[src/rtl/irq_agg_pkg.sv]
package irq_agg_pkg;

  localparam int LEVELS       = 4;
  localparam int DEVS         = 4;
  localparam int DATA_W       = 8;
  localparam int FIRST_LEVEL  = 3;
  localparam int REG_BASE     = 'h100;
  localparam int LEVEL_STRIDE = 'h10;
  localparam int ENABLE_GAP   = 4;
  localparam int SET_BIT      = 7;
  localparam int LVL_W        = (LEVELS > 1) ? $clog2(LEVELS) : 1;
  localparam int REQ_W        = LEVELS * DEVS;

  // Strobes from the decode to the register datapath.
  typedef struct packed {
    logic [LEVELS-1:0] enWr;
    logic              setMode;
    logic [DEVS-1:0]   bitMask;
    logic              rdStatus;
    logic              rdEnable;
    logic [LVL_W-1:0]  rdLevel;
  } strobe_t;

  function automatic int statusOffset(input int idx);
    return REG_BASE + (FIRST_LEVEL + idx) * LEVEL_STRIDE;
  endfunction

  function automatic int enableOffset(input int idx);
    return statusOffset(idx) + ENABLE_GAP;
  endfunction

endpackage

[src/rtl/irq_agg_ctrl.sv]
module irq_agg_ctrl
  import irq_agg_pkg::*;
#(
  parameter int ADDR_W = 12
) (
  input  logic [ADDR_W-1:0] busAddr,
  input  logic              busWr,
  input  logic [DATA_W-1:0] busWdata,
  output strobe_t           stb
);

  // Bits between the device mask and the mode bit carry no meaning.
  logic unusedWdataBits;
  assign unusedWdataBits = ^busWdata[SET_BIT-1:DEVS];

  always_comb begin
    stb          = '0;
    stb.setMode  = busWdata[SET_BIT];
    stb.bitMask  = busWdata[DEVS-1:0];
    for (int i = 0; i < LEVELS; i++) begin
      if (busAddr == ADDR_W'(statusOffset(i))) begin
        stb.rdStatus = 1'b1;
        stb.rdLevel  = LVL_W'(i);
      end
      if (busAddr == ADDR_W'(enableOffset(i))) begin
        stb.rdEnable = 1'b1;
        stb.rdLevel  = LVL_W'(i);
        stb.enWr[i]  = busWr;
      end
    end
  end

endmodule

[src/rtl/irq_agg_dp.sv]
module irq_agg_dp
  import irq_agg_pkg::*;
(
  input  logic              clk,
  input  logic              rstN,
  input  strobe_t           stb,
  input  logic [REQ_W-1:0]  devReq,
  output logic [REQ_W-1:0]  enMask,
  output logic [LEVELS-1:0] irqLevel,
  output logic [DATA_W-1:0] busRdata
);

  logic [DEVS-1:0] rdNibble;

  for (genvar g = 0; g < LEVELS; g++) begin : gLevel
    logic [DEVS-1:0] enReg;

    always_ff @(posedge clk or negedge rstN) begin
      if (!rstN) begin
        enReg <= '0;
      end else if (stb.enWr[g]) begin
        if (stb.setMode) enReg <= enReg | stb.bitMask;
        else             enReg <= enReg & ~stb.bitMask;
      end
    end

    assign enMask[g*DEVS +: DEVS] = enReg;
    assign irqLevel[g] = |(devReq[g*DEVS +: DEVS] & enReg);
  end

  always_comb begin
    rdNibble = '0;
    if (stb.rdStatus)      rdNibble = devReq[int'(stb.rdLevel)*DEVS +: DEVS];
    else if (stb.rdEnable) rdNibble = enMask[int'(stb.rdLevel)*DEVS +: DEVS];
  end

  always_ff @(posedge clk or negedge rstN) begin
    if (!rstN) busRdata <= '0;
    else       busRdata <= {{(DATA_W-DEVS){1'b0}}, rdNibble};
  end

endmodule

[src/rtl/irq_level_agg.sv]
module irq_level_agg
  import irq_agg_pkg::*;
#(
  parameter int ADDR_W = 12
) (
  input  logic              clk,
  input  logic              rstN,
  input  logic [ADDR_W-1:0] busAddr,
  input  logic              busWr,
  input  logic [7:0]        busWdata,
  output logic [7:0]        busRdata,
  input  logic [15:0]       devReq,
  output logic [3:0]        irqLevel
);

  strobe_t           stb;
  logic [REQ_W-1:0]  enMask;

  irq_agg_ctrl #(.ADDR_W(ADDR_W)) ctrl_i (
    .busAddr  (busAddr),
    .busWr    (busWr),
    .busWdata (busWdata),
    .stb      (stb)
  );

  irq_agg_dp dp_i (
    .clk      (clk),
    .rstN     (rstN),
    .stb      (stb),
    .devReq   (devReq),
    .enMask   (enMask),
    .irqLevel (irqLevel),
    .busRdata (busRdata)
  );

endmodule

[config.mk]
export PLATFORM = sky130hd
export DESIGN_NAME = irq_level_agg
export DESIGN_NICKNAME = d
export VERILOG_FILES = /design/src/rtl/irq_agg_pkg.sv /design/src/rtl/irq_agg_ctrl.sv /design/src/rtl/irq_agg_dp.sv /design/src/rtl/irq_level_agg.sv
export SDC_FILE = /design/constraint.sdc
export NUM_CORES = 1
export LEC_CHECK = 0
export ABC_AREA = 1
export BUFFER_PORTS_ARGS = -buffer_cell sky130_fd_sc_hd__buf_2
export CORE_AREA = 2 2 61 92
export CTS_CLUSTER_SIZE = 14
export DETAILED_ROUTE_END_ITERATION = 10
export DIE_AREA = 0 0 63 94
export GPL_TIMING_DRIVEN = 0
export PLACE_DENSITY = 0.6
export SLEW_MARGIN = 20
export SYNTH_ARGS = -nofsm -noshare
export SYNTH_HDL_FRONTEND = slang
export SYNTH_SLANG_ARGS = --single-unit
[constraint.sdc]
create_clock -name clk -period 1.19 [get_ports clk]
set_input_delay 0.0595 -clock clk [delete_from_list [all_inputs] [get_ports clk]]
set_output_delay 0.0595 -clock clk [all_outputs]
set_load 0.05 [all_outputs]
# Word level (Yosys, flattened, before mapping)
# Index checks and enable logic that the tools add are counted.
# word_totals
reg_bits,20
input_bits,39
out_inout_bits,12
elab_cells,53
# op_classes
eq_ne,8
shift,2
n_mux,21
bitwise_logic,13
n_reduce_logical,4
# ops
cell,n
$eq 12x9->1 const B,8
$and 4x4->4,8
$shiftx 16x5->4,2
$mux 4,6
$or 4x4->4,4
$reduce_or 4->1,4
$mux 3,4
$mux 1,8
$mux 2,3
$not 4->4,1

# Logic depth before layout (Yosys ltp)
# depth
ltp_word,11
mapped_depth,11
mapped_depth_nobuf,11

# Hierarchy
# Synthesis repeated with hierarchy kept, for this count alone.
# hier_totals
cells_unflattened,256
hier_area_um2,1581.5
# by_module_without_submodules
mod,instances,cells_per_inst,area_per_inst_um2,seq_area_each_um2
irq_agg_dp,1,195,1291.2,500.5
irq_agg_ctrl,1,61,290.3,0.0

# Worst setup path after synthesis
# OpenSTA, ideal clock, no wires.
# synth_timing
path_kind,reg-to-output
start,register (tool-made name)
end,output irqLevel[0]
arrival_time_ns,1.466
required_ns,1.131
setup_slack_ns,-0.335
stages_incl_launch_ff,3
path_buffers,0
cell_sequence,dfrtp_1 inv_1 o21ai_0
# synth_lines
element,line_no,text
end: declaration,irq_level_agg.sv:13,output logic [3:0] irqLevel

==> results.md <==
- Run status: complete, but fails checks
- Violated checks: setup timing
- Setup WS post-layout: -0.148 ns
- Largest net degree at the start of global routing: 21
- Worst path required time: 1.13 ns
- # IOs: between 50 and 60
- Synthesized area: 0.00149 mm2
- Dpl hpwl: between 3 and 4 mm
- Adder-cell share of the synthesized area: 0%
- Clock skew: 0.00144 ns
- Synth cell types: 22
- Simple-gate portion of the synthesized area: 36.0%
- Initial core utilization: between 20% and 30%
- Initial antenna violation count: 0
- Main combinational cell family by area after synthesis: simple AND/OR/NAND/NOR gates
- EDFF count, synth: 0
- Yosys top cell by area: dfrtp_1
- Grt total ovfl: 0
- Fin Setup TNS: -0.160 ns
- RSZ-0062 raised after global routing: yes
- Most frequent cells after synthesis: 59 x nand2_1, 46 x inv_1, 28 x nand3_1
- Post-synthesis sequential area ratio: 33.7%
- Seq cells post-synth: 20
- GRT Total Usage: between 10% and 20%
- Min-delay worst type: in2reg
- Tmin final: 1.34 ns
- Vias per inst: between 4 and 5
- Die area: about 0.006 mm2
- Synth top area share: 33.7%
- WHS Path Cells: 3
- FFs w/ async S/R, synth: 100%
- Syn Inst Count: between 200 and 250
- Placeable core region: roughly 0.0051 mm2
- Row cnt: 32
- # port buffers: 42
- Area post-placement: approximately 0.0018 mm2
- Most common cell in the netlist: nand2_1
- Clock transition at path regs: 0.08 ns
- Reg2reg path depth: 7
- Vias in the first global route: approximately 1.6k
- Worst skew pair latency: between 0.2 and 0.3 ns
- Post-synthesis compound-gate area fraction: between 10% and 20%
- DR WL/cell: approximately 12 um
- Chip Width: 63 um
- Xor and xnor area share after synthesis: 0%
- Final ANT Viol Nets: 0
- Final GP Congestion: approximately 0.83
- Post-synthesis mux area share: 0%
- Number of nets in the layout: roughly 330
- Die height: about 94 um
- Dominant synthesized flop cell: dfrtp_1
- Leakage: about 1.2 nW
- CTS sink cnt: 20
- CP endpoint kind: output port
- Final hold slack: between 0.1 and 0.15 ns
- Max-Cap Viols: 0
- Synth area leaders: dfrtp_1 34%, nand2_1 15%, inv_1 12%
- Setup violators final: 2
- Layout area overhead: 37.2%
- Critical-path maximum fanout: 2
- WP data arrival: ~1.3 ns
- Worst Setup Start Kind: flip-flop
- Ys Warns: 0
- Critical path type: reg2out
- Cell area power density: 801 mW/mm2
- TritonRoute pass-1 iters: 4
- Total Wirelength: ~4.4 mm
- Final instance area: roughly 0.0020 mm2
- Drt drc: 0
- Avg Inst Size Synth: 6.55 um2
- CTS H-tree depth: 1
- Max Root-Sink Buffers: 2
- # diodes: 0
- Initial DRC Count: 63
- Fmax: about 0.75 GHz
- Max IR drop VDD: 0.477 mV
- CTS tree: yes
- Period utilization: 112%
- Worst Hold Launch: busWdata[2]
- First-pass GRT wire length: between 7 and 8 mm
- Count of pins over their slew limit: 0
- CTS root buf: clkbuf_8
- Hold Violations, Final: 0
- Layout cells sized above 1: a little under a third
- DR vias: 1627
- TritonCTS Buffers: 3
-- report_power, final --
| part | leakage, nW | internal [mW] | switching, mW |
|---|---|---|---|
| logic | 0.893 | 0.0927 | 0.171 |
| clock network | 0.0357 | 0.449 | 0.240 |
| registers | 0.233 | 0.680 | 0.00107 |
-- final timing paths --
path / to / slack [ns]
max in group asynchronous: async pin / 0.58
hold / removal: flip-flop / 0.10
hold reg to reg: flip-flop / 0.50
setup reg to reg: dp_i.busRdata[1] / 0.14
min in group asynchronous: async pin / 0.28
setup / recovery: irqLevel[3] / -0.15
-- through the flow --
| step | setup slack, ns | power (mW) | cells | util, % |
|---|---|---|---|---|
| CTS | -0.101 | 1.64 | 352 | 38.8 |
| global route | -0.178 | 1.71 | 360 | 40.1 |
| finish | -0.148 | 1.63 | 360 | 40.1 |
| global placement | -0.158 | 0.942 | 340 | 35.4 |
| floorplan | 0.0463 | 0.835 | 230 | - |
| detailed placement | -0.169 | 0.944 | 340 | 35.4 |
-- critical path: stages (launching register included) --
cell,delay (ns)
dfrtp_1,0.37
inv_2,0.09
o22ai_2,0.08
a221o_1,0.30
buf_6,0.17
-- logic make-up (layout without fill, tap and decap cells) --
logic type             after synthesis  in the layout
and+or+nand+nor                    119            119
buffers and inverters               54            116
AOI/OAI and AO/OA                   33             33
DFF                                 20             20
other                                1              4
-- cell type report --
class                           count  area (um2)
Fill cell                         565        3050
Multi-Input combinational cell    156         800
Sequential cell                    20         500
Timing Repair Buffer               58         355
Inverter                           46         173
Tap cell                           68        85.1
Buffer                              8        55.1
Clock buffer                        3        41.3
Clock inverter                      1        30.0
-- layer usage --
| layer | routed length (um) | track usage [%] |
|---|---|---|
| met3 | 208 | 1.92 |
| met5 | 0 | 0 |
| met2 | 2360 | 29.1 |
| met4 | 164 | 9.26 |
| met1 | 1710 | 16.7 |
-- placed cells by master, fill, tap and decap left out, types with 6 or more instances in the layout --
cell type / n
nand2_1: 58
buf_2: 41
inv_1: 39
nand3_1: 28
nor2_1: 20
dfrtp_1: 20
buf_4: 18
a21oi_1: 10
inv_2: 7
o2111ai_1: 6
-- what timing repair did --
item	CTS	global route
setup endpoints to repair	4	7
gates cloned	0	1
resized for setup	16	4
endpoints found under the hold margin	20	0
hold buffers	1	0
pin swaps	4	3
buffers inserted	7	7
Power figures use the tool's default switching activity.
